File: src/rtl/mir_pkg.sv
package mir_pkg;

  typedef enum logic [2:0] {
    TX_IDLE,
    TX_SOF,
    TX_DATA,
    TX_FCS,
    TX_EOF
  } tx_state_e;

  localparam int          DEF_BYTE_W    = 8;
  localparam int          DEF_FCS_W     = 16;
  localparam int          DEF_RUN       = 5;
  localparam int          DEF_FLAG_W    = 8;
  localparam int          DEF_N_SOF     = 2;
  localparam logic [15:0] DEF_CRC_POLY  = 16'h8408;
  localparam logic [15:0] DEF_CRC_INIT  = 16'hFFFF;
  localparam logic [7:0]  DEF_FLAG_PAT  = 8'h7E;

endpackage

File: src/rtl/mir_crc16.sv
module mir_crc16 #(
  parameter int           W    = 16,
  parameter logic [W-1:0] POLY = 16'h8408,
  parameter logic [W-1:0] INIT = 16'hFFFF
) (
  input  logic         clk,
  input  logic         rst,
  input  logic         init,
  input  logic         upd,
  input  logic         bit_in,
  output logic [W-1:0] crc_next
);

  logic [W-1:0] crc_q;

  // value of the register once bit_in has been folded in (reflected form)
  always_comb begin
    crc_next = {1'b0, crc_q[W-1:1]};
    if (crc_q[0] ^ bit_in) begin
      crc_next = crc_next ^ POLY;
    end
  end

  always_ff @(posedge clk) begin
    if (rst || init) begin
      crc_q <= INIT;
    end else if (upd) begin
      crc_q <= crc_next;
    end
  end

endmodule

File: src/rtl/mir_stuff_ctr.sv
module mir_stuff_ctr #(
  parameter  int RUN = 5,
  localparam int CW  = $clog2(RUN + 1)
) (
  input  logic          clk,
  input  logic          rst,
  input  logic          clr,
  input  logic          step,
  input  logic          bit_val,
  output logic [CW-1:0] ones_q,
  output logic          full
);

  assign full = (ones_q == CW'(RUN));

  always_ff @(posedge clk) begin
    if (rst || clr) begin
      ones_q <= '0;
    end else if (step) begin
      if (full || !bit_val) begin
        ones_q <= '0;
      end else begin
        ones_q <= ones_q + CW'(1);
      end
    end
  end

endmodule

File: src/rtl/mir_pulse_enc.sv
module mir_pulse_enc (
  input  logic clk,
  input  logic rst,
  input  logic bit_en,
  input  logic sub_en,
  input  logic fire,
  input  logic bit_val,
  output logic pulse_q
);

  // pulse opens on the cell edge for a zero and closes on the next quarter edge
  always_ff @(posedge clk) begin
    if (rst) begin
      pulse_q <= 1'b0;
    end else if (bit_en) begin
      pulse_q <= fire && !bit_val;
    end else if (sub_en) begin
      pulse_q <= 1'b0;
    end
  end

endmodule

File: src/rtl/mir_frame_tx.sv
module mir_frame_tx
  import mir_pkg::*;
#(
  parameter int                  BYTE_W   = DEF_BYTE_W,
  parameter int                  FCS_W    = DEF_FCS_W,
  parameter int                  STUFF_RUN = DEF_RUN,
  parameter int                  FLAG_W   = DEF_FLAG_W,
  parameter int                  N_SOF    = DEF_N_SOF,
  parameter logic [FCS_W-1:0]    CRC_POLY = DEF_CRC_POLY,
  parameter logic [FCS_W-1:0]    CRC_INIT = DEF_CRC_INIT,
  parameter logic [FLAG_W-1:0]   FLAG_PAT = DEF_FLAG_PAT
) (
  input  logic              clk,
  input  logic              rst,
  input  logic              bit_en,
  input  logic              sub_en,
  input  logic [BYTE_W-1:0] in_data,
  input  logic              in_valid,
  input  logic              in_last,
  output logic              in_ready,
  output logic              ir_pulse
);

  localparam int SOF_BITS = N_SOF * FLAG_W;
  localparam int IDX_MAX  = (SOF_BITS > FCS_W) ? SOF_BITS : FCS_W;
  localparam int IDX_W    = $clog2(IDX_MAX + 1);
  localparam int FLAG_IW  = $clog2(FLAG_W);
  localparam int RUN_W    = $clog2(STUFF_RUN + 1);

  localparam logic [IDX_W-1:0] SOF_LAST  = IDX_W'(SOF_BITS - 1);
  localparam logic [IDX_W-1:0] EOF_LAST  = IDX_W'(FLAG_W - 1);
  localparam logic [IDX_W-1:0] BYTE_LAST = IDX_W'(BYTE_W - 1);
  localparam logic [IDX_W-1:0] FCS_LAST  = IDX_W'(FCS_W - 1);
  localparam logic [IDX_W-1:0] FCS_DONE  = IDX_W'(FCS_W);
  localparam logic [RUN_W-1:0] RUN_PRE   = RUN_W'(STUFF_RUN - 1);

  tx_state_e         state_q;
  logic [IDX_W-1:0]  idx_q;
  logic [BYTE_W-1:0] sh_q;
  logic              have_q;
  logic              last_q;
  logic [FCS_W-1:0]  fcs_q;

  logic              busy;
  logic              stuff_phase;
  logic              emit;
  logic              ebit;
  logic              crc_upd;
  logic              cnt_step;
  logic              stuff_now;
  logic              will_fill;
  logic [RUN_W-1:0]  ones_cnt;
  logic [FCS_W-1:0]  crc_next;
  logic              flag_bit;
  logic              take;

  assign busy        = (state_q != TX_IDLE);
  assign stuff_phase = (state_q == TX_DATA) || (state_q == TX_FCS);
  assign in_ready    = (state_q == TX_DATA) && !have_q;
  assign take        = in_valid && in_ready;
  assign flag_bit    = FLAG_PAT[idx_q[FLAG_IW-1:0]];
  assign will_fill   = ebit && (ones_cnt == RUN_PRE);

  // ---------------------------------------------------------------
  // line bit selection for the current cell
  // ---------------------------------------------------------------
  always_comb begin
    emit     = 1'b0;
    ebit     = 1'b1;
    crc_upd  = 1'b0;
    cnt_step = 1'b0;
    unique case (state_q)
      TX_SOF, TX_EOF: begin
        emit = bit_en;
        ebit = flag_bit;
      end
      TX_DATA: begin
        if (stuff_now) begin
          emit     = bit_en;
          ebit     = 1'b0;
          cnt_step = bit_en;
        end else if (have_q) begin
          emit     = bit_en;
          ebit     = sh_q[0];
          crc_upd  = bit_en;
          cnt_step = bit_en;
        end
      end
      TX_FCS: begin
        if (stuff_now) begin
          emit     = bit_en;
          ebit     = 1'b0;
          cnt_step = bit_en;
        end else if (idx_q < FCS_DONE) begin
          emit     = bit_en;
          ebit     = fcs_q[0];
          cnt_step = bit_en;
        end
      end
      default: begin
        emit = 1'b0;
      end
    endcase
  end

  // ---------------------------------------------------------------
  // frame sequencer and byte holding register
  // ---------------------------------------------------------------
  always_ff @(posedge clk) begin
    if (rst) begin
      state_q <= TX_IDLE;
      idx_q   <= '0;
      sh_q    <= '0;
      have_q  <= 1'b0;
      last_q  <= 1'b0;
      fcs_q   <= '0;
    end else begin
      unique case (state_q)
        TX_IDLE: begin
          have_q <= 1'b0;
          idx_q  <= '0;
          if (in_valid) begin
            state_q <= TX_SOF;
          end
        end
        TX_SOF: begin
          if (bit_en) begin
            if (idx_q == SOF_LAST) begin
              state_q <= TX_DATA;
              idx_q   <= '0;
            end else begin
              idx_q <= idx_q + IDX_W'(1);
            end
          end
        end
        TX_DATA: begin
          if (take) begin
            sh_q   <= in_data;
            have_q <= 1'b1;
            last_q <= in_last;
          end
          if (bit_en && !stuff_now && have_q) begin
            sh_q <= {1'b0, sh_q[BYTE_W-1:1]};
            if (idx_q == BYTE_LAST) begin
              idx_q  <= '0;
              have_q <= 1'b0;
              if (last_q) begin
                state_q <= TX_FCS;
                fcs_q   <= ~crc_next;
              end
            end else begin
              idx_q <= idx_q + IDX_W'(1);
            end
          end
        end
        TX_FCS: begin
          if (bit_en) begin
            if (stuff_now) begin
              if (idx_q == FCS_DONE) begin
                state_q <= TX_EOF;
                idx_q   <= '0;
              end
            end else if (idx_q < FCS_DONE) begin
              fcs_q <= {1'b0, fcs_q[FCS_W-1:1]};
              if (idx_q == FCS_LAST) begin
                if (will_fill) begin
                  idx_q <= FCS_DONE;
                end else begin
                  state_q <= TX_EOF;
                  idx_q   <= '0;
                end
              end else begin
                idx_q <= idx_q + IDX_W'(1);
              end
            end
          end
        end
        TX_EOF: begin
          if (bit_en) begin
            if (idx_q == EOF_LAST) begin
              state_q <= TX_IDLE;
              idx_q   <= '0;
            end else begin
              idx_q <= idx_q + IDX_W'(1);
            end
          end
        end
        default: begin
          state_q <= TX_IDLE;
        end
      endcase
    end
  end

  // ---------------------------------------------------------------
  // sub-blocks
  // ---------------------------------------------------------------
  mir_crc16 #(
    .W    (FCS_W),
    .POLY (CRC_POLY),
    .INIT (CRC_INIT)
  ) u_crc (
    .clk      (clk),
    .rst      (rst),
    .init     (!busy),
    .upd      (crc_upd),
    .bit_in   (ebit),
    .crc_next (crc_next)
  );

  mir_stuff_ctr #(
    .RUN (STUFF_RUN)
  ) u_stuff (
    .clk     (clk),
    .rst     (rst),
    .clr     (!busy),
    .step    (cnt_step),
    .bit_val (ebit),
    .ones_q  (ones_cnt),
    .full    (stuff_now)
  );

  mir_pulse_enc u_enc (
    .clk     (clk),
    .rst     (rst),
    .bit_en  (bit_en),
    .sub_en  (sub_en),
    .fire    (emit),
    .bit_val (ebit),
    .pulse_q (ir_pulse)
  );

endmodule

File: config.mk
export PLATFORM = sky130hd
export DESIGN_NAME = mir_frame_tx
export DESIGN_NICKNAME = d
export VERILOG_FILES = /design/src/rtl/mir_pkg.sv /design/src/rtl/mir_crc16.sv /design/src/rtl/mir_stuff_ctr.sv /design/src/rtl/mir_pulse_enc.sv /design/src/rtl/mir_frame_tx.sv
export SDC_FILE = /design/constraint.sdc
export NUM_CORES = 1
export LEC_CHECK = 0
export BUFFER_PORTS_ARGS = -buffer_cell sky130_fd_sc_hd__buf_2
export CORE_ASPECT_RATIO = 0.7
export CORE_MARGIN = 2
export CORE_UTILIZATION = 55
export DETAILED_ROUTE_END_ITERATION = 7
export PLACE_DENSITY = 0.75
export SLEW_MARGIN = 5
export SYNTH_ARGS = -nofsm -noshare
export SYNTH_HDL_FRONTEND = slang
export SYNTH_HIERARCHICAL = 1
export SYNTH_SLANG_ARGS = --single-unit
File: constraint.sdc
create_clock -name clk -period 5.4 [get_ports clk]
set_input_delay 0.27 -clock clk [delete_from_list [all_inputs] [get_ports clk]]
set_output_delay 0.27 -clock clk [all_outputs]
set_load 0.05 [all_outputs]
==> impl_metrics.ini, run 1 <==
[status]
outcome = finished clean

[critical_path]
critPathMaxFanout = 32
crit_path_start_kind = flop
critPathCaptureType = flop
arrival_ns = 3.14
worst_ep_required_time_ns = 5.65
crit_type = reg -> reg

[die]
start_util_pct = 57.1
dieArea_mm2 = 0.00607
die_h_um = 65.8
core_area_mm2 = 0.00526
die_w_um = 92.3
rows = 22
io_pins = 16

[synthesis]
synth-edff-count = 0
synthCells = 357
synth_ff_type = dfxtp_1
netlist_area_mm2 = 0.00300
async_reset_ff_share_pct = 0
synth_area_per_cell_um2 = 8.40
syn_nets = 377
ys_seq_area_share_pct = 36.7
ys_types = 60
synth_seq_cells = 55
ys_warn_count = 6

[placed_design]
placedCellCount = 408
routabilityCongestion = 0.919
hpwl_um = 4010
io_buffers = 15

[run]
drv_cap = 0

[finish]
seq_area_mm2 = 0.00110
antennaDiodeCount = 0
area_delta_synth_final_pct = 1.75
final_cell_mix = 62 x nor2_1, 55 x dfxtp_1, 39 x a21oi_1
multi_input_area_mm2 = 0.00161
fill_cells = 470
drive_gt1_share_pct = 11.3
final_common_cell = nor2_1
final_util_pct = 58.1
finalNetCount = 363
final_cells = 416

[clocking]
cts_tree = built
clock-sinks = 55
htree_levels = 2
cts_root_buf = clkbuf_8
clk_pin_slew_worst_paths_ns = 0.11
cts_resized = 0
cts_buffer_depth = 2
postCtsHoldBufs = 0
clk_latency_ns = 0.31
post_cts_buffers = 0
cts_buffers = 5

[sta]
rsz0062_at_grt = no
clock_skew_ns = 0.0116
hold_viol_final = 0
setup_viol = 0
fmax_mhz = 347
fin_crit_sh_pct = 53.4
drv_slew = 0
slew_headroom_pct = 27.2
fin_tns_setup_ns = 0
hold_ws_ns = 0.189
worst_pin_slew_ns = 1.09
layout_min_cycle_time_ns = 2.88

[global_route]
antenna_found_initial = 0
grt_overflow = 0
grt_pass1_wl_um = 10000
grt_max_degree = 38
grt_pass1_vias = 2101
grt_usage_pct = 20.7

[drt]
routed_via_density = 5.69
final_antenna_net_count = 0
drc = 0
wl_per_cell_um = 14.0
dr_total_vias = 2365
wirelength_um = 5830
drt-pass1-iter-count = 4
drt_iter0_drc = 188

[pwr]
power_frac_seq_pct = 43.8
p_clk_share_pct = 26.7
p_switching_mw = 0.366
p_leak_nw = 1.21
swShare_pct = 34.5
p_total_mw = 1.06
power.density_mw_per_mm2 = 348
comb_power_share_pct = 29.5
cell_internal_pwr_mw = 0.695
vdd_drop_max_mv = 0.158

[min_path]
holdCritPathClass = in -> reg
-- Yosys cell counts, types with 4 or more instances --
cell      count  share of area [%]
a211oi_1     16                4.0
a21oi_1      39                6.5
nor3_1        4               0.67
mux2i_1      19                6.3
nand2b_1      5                1.0
clkbuf_1     11                1.4
ha_1          6                2.5
nor2_1       62                7.8
buf_2         8                1.3
dfxtp_1      55                 37
buf_4        14                3.5
nand2_1      33                4.1
inv_1        12                1.5
-- worst paths after layout --
path,to,slack (ns),cells past startpoint,startpoint
hold reg to reg,fcs_q[1]$_SDFFE_PP0P_,0.50,2,fcs_q[1]$_SDFFE_PP0P_
hold / removal,last_q$_SDFFE_PP0P_,0.19,3,in_last
setup / recovery,fcs_q[9]$_SDFFE_PP0P_,2.52,9,u_stuff/ones_q[1]$_SDFFE_PP0P_
setup reg to reg,fcs_q[9]$_SDFFE_PP0P_,2.52,9,u_stuff/ones_q[1]$_SDFFE_PP0P_
-- cell type report --
type / instances / area share (%)
multi-input cells: 252 / 52.7
inverters: 12 / 1.48
clock buffers: 5 / 2.25
flip-flops and latches: 55 / 36.1
well taps: 72 / 2.95
clock inverters: 3 / 1.56
repair buffers: 17 / 2.95
-- per-layer routing --
layer | GRT usage (%) | wire (µm) | share of wire [%]
met5 | 0 | 0 | 0
met3 | 5.70 | 424 | 7.3
met2 | 30.2 | 2410 | 41
met1 | 30.1 | 2930 | 50
met4 | 5.78 | 61 | 1.0
-- worst max-delay path, cell delays in order, from the launching register on --
cell      delay [ns]
dfxtp_1         0.40
inv_1           0.06
ha_1            0.19
and2_1          0.30
and3b_1         0.47
a31oi_1         0.16
a211o_1         0.64
a211oi_1        0.41
a21oi_1         0.07
nor2_1          0.11
-- cell families after synthesis --
logic type | count (synthesis) | synth area share, %
fa+ha+maj | 6 | 2.50
xor+xnor | 6 | 2.67
compound gates | 84 | 19.5
mux | 19 | 6.34
buf+inv | 50 | 9.63
simple gates | 137 | 22.7
flops | 55 | 36.7
-- sequential cells by signal, summed over array words and instances (netlist names) --
signal          flops
u_stuff/ones_q      3
state_q             3
u_crc/crc_q        16
last_q              1
idx_q               5
sh_q                8
have_q              1
u_enc/pulse_q       1
flag_bit            1
fcs_q              16
-- power groups by stage --
| stage | Sequential, mW | Combinational [mW] | Clock, mW |
|---|---|---|---|
| 2_1_floorplan | 0.459 | 0.292 | 0 |
| 3_3_place_gp | 0.472 | 0.303 | 0 |
| 3_5_place_dp | 0.473 | 0.310 | 0 |
| 4_1_cts | 0.464 | 0.312 | 0.289 |
| 5_1_grt | 0.470 | 0.349 | 0.305 |
| 6_report | 0.465 | 0.313 | 0.283 |
-- per-stage QoR --
step | instance area, µm² | worst slack (ns)
after global routing | 3050 | 2.14
final | 3050 | 2.52
after detailed placement | 2940 | 2.51
after CTS | 3050 | 2.52
after global placement | 2940 | 2.60
after floorplan | 3000 | 2.26
Note: power is estimated with default switching activity, not from simulation.
==> run 2, diff against run 1 <==
--- a/config.mk
+++ b/config.mk
@@ -10,7 +10,7 @@
 export CORE_MARGIN = 2
 export CORE_UTILIZATION = 55
 export DETAILED_ROUTE_END_ITERATION = 7
-export PLACE_DENSITY = 0.75
+export PLACE_DENSITY = 0.78
 export SLEW_MARGIN = 5
 export SYNTH_ARGS = -nofsm -noshare
 export SYNTH_HDL_FRONTEND = slang
==> constraint.sdc (replaced) <==
create_clock -name clk -period 2.6 [get_ports clk]
set_input_delay 0.13 -clock clk [delete_from_list [all_inputs] [get_ports clk]]
set_output_delay 0.13 -clock clk [all_outputs]
set_load 0.05 [all_outputs]
==> impl_metrics.ini, run 2 (same netlist as run 1, synthesis figures left out) <==
[min_path]
hold_depth = 3
holdCritPathClass = in -> reg

[pwr]
vdd_drop_max_mv = 0.363
p_leak_nw = 1.27
p_total_mw = 2.18
power.density_mw_per_mm2 = 690

[finish]
finalNetCount = 377
antennaDiodeCount = 0
area_delta_synth_final_pct = 5.46
top_regs = fcs_q: 16 flops, u_crc/crc_q: 16 flops, sh_q: 8 flops
final_cell_mix = 62 x nor2_1, 55 x dfxtp_1, 39 x a21oi_1
drive_gt1_share_pct = 16.5
final_common_cell = nor2_1

[drt]
dr_total_vias = 2438
drt-pass1-iter-count = 5
final_antenna_net_count = 0
wl_per_cell_um = 14.3
wirelength_um = 6160
drt_iter0_drc = 185
routed_via_density = 5.67
drc = 0

[clocking]
htree_levels = 2
clk_latency_ns = 0.31
clock-sinks = 55
clk_pin_slew_worst_paths_ns = 0.10
cts_tree = built
cts_root_buf = clkbuf_8
cts_buffer_depth = 2
postCtsHoldBufs = 0
cts_buffers = 5

[status]
outcome = finished clean

[placed_design]
hpwl_um = 4370
io_buffers = 15
routabilityCongestion = 0.921

[critical_path]
crit_start = u_stuff/ones_q[1]$_SDFFE_PP0P_
worstReg2RegStart = u_stuff/ones_q[1]$_SDFFE_PP0P_
arrival_ns = 2.72
endpoint = idx_q[3]$_SDFFE_PP0N_
rrSetupSlack_ns = 0.13
reg2reg_to = idx_q[3]$_SDFFE_PP0N_
critPathCaptureType = flop
reg2reg_depth = 8
crit_type = reg -> reg
worst_ep_required_time_ns = 2.85
crit_path_start_kind = flop
critPathMaxFanout = 9

[global_route]
grt_pass1_wl_um = 10300
antenna_found_initial = 0
globalRoute.busiestLayer = met2
grtUsageMet2_pct = 32.3
grt_overflow = 0
grt_max_degree = 33
grt.met1_usage_pct = 32.0
grt.met3_usage_pct = 4.22
grt_pass1_vias = 2167
grt_usage_pct = 21.6

[die]
start_util_pct = 57.1
dieArea_mm2 = 0.00607
die_w_um = 92.3
io_pins = 16
die_h_um = 65.8
core_area_mm2 = 0.00526
rows = 22

[sta]
fmax_mhz = 404
worst_pin_slew_ns = 0.880
fin_tns_setup_ns = 0
fin_crit_sh_pct = 95.1
slew_headroom_pct = 41.1
hold_viol_final = 0
hold_ws_ns = 0.0484
setup_viol = 0
clock_skew_ns = 0.00923
drv_slew = 0
layout_min_cycle_time_ns = 2.47

[run]
drv_cap = 0
run 2: worst max-delay path, cell delays in order, from the launching register on:
cell and delay, ns:
dfxtp_1 0.38, inv_1 0.06, ha_1 0.19, and2_2 0.26, nand4bb_2 0.26, o211a_1 0.16
or3_4 0.45, or4_1 0.51, a21oi_1 0.13
run 2: final cells by class:
type,count,area [µm²]
Fill cell,460,2090
Multi-Input combinational cell,252,1640
Sequential cell,55,1100
Timing Repair Buffer,31,208
Tap cell,72,90.1
Clock buffer,5,68.8
Inverter,12,45.0
Clock inverter,3,15.0
run 2: routing by layer:
layer	part of all wire [%]	wire length, µm
met1	52	3190
met2	42	2570
met5	0	0
met4	0.58	36
met3	5.9	361
run 2: worst min-delay path by stage:
stage	from	endpoint
after floorplan	rst	u_enc/pulse_q$_SDFFE_PP0P_
after global placement	in_last	last_q$_SDFFE_PP0P_
after detailed placement	in_last	last_q$_SDFFE_PP0P_
after CTS	in_last	last_q$_SDFFE_PP0P_
after global routing	sub_en	u_enc/pulse_q$_SDFFE_PP0P_
final	in_last	last_q$_SDFFE_PP0P_
run 2: what timing repair did:
item / in CTS / in global routing
endpoints found under the setup margin: 0 / 5
setup buffers: 0 / 0
gates resized for setup: 0 / 5
run 2: power by group:
| group | internal (mW) | total, mW | switching (mW) |
|---|---|---|---|
| clock network | 0.185 | 0.463 | 0.278 |
| logic | 0.322 | 0.752 | 0.430 |
| registers | 0.902 | 0.969 | 0.0673 |
| total | 1.41 | 2.18 | 0.776 |
run 2: stage by stage:
stage               area (µm²)  util [%]  setup WS, ns  cells
floorplan                 3010         -         0.151    357
global placement          3060      58.2         0.108    422
detailed placement        3060      58.2        0.0391    422
CTS                       3140      59.8        0.0323    430
global route              3160      60.2     -0.000270    430
finish                    3160      60.2         0.127    430
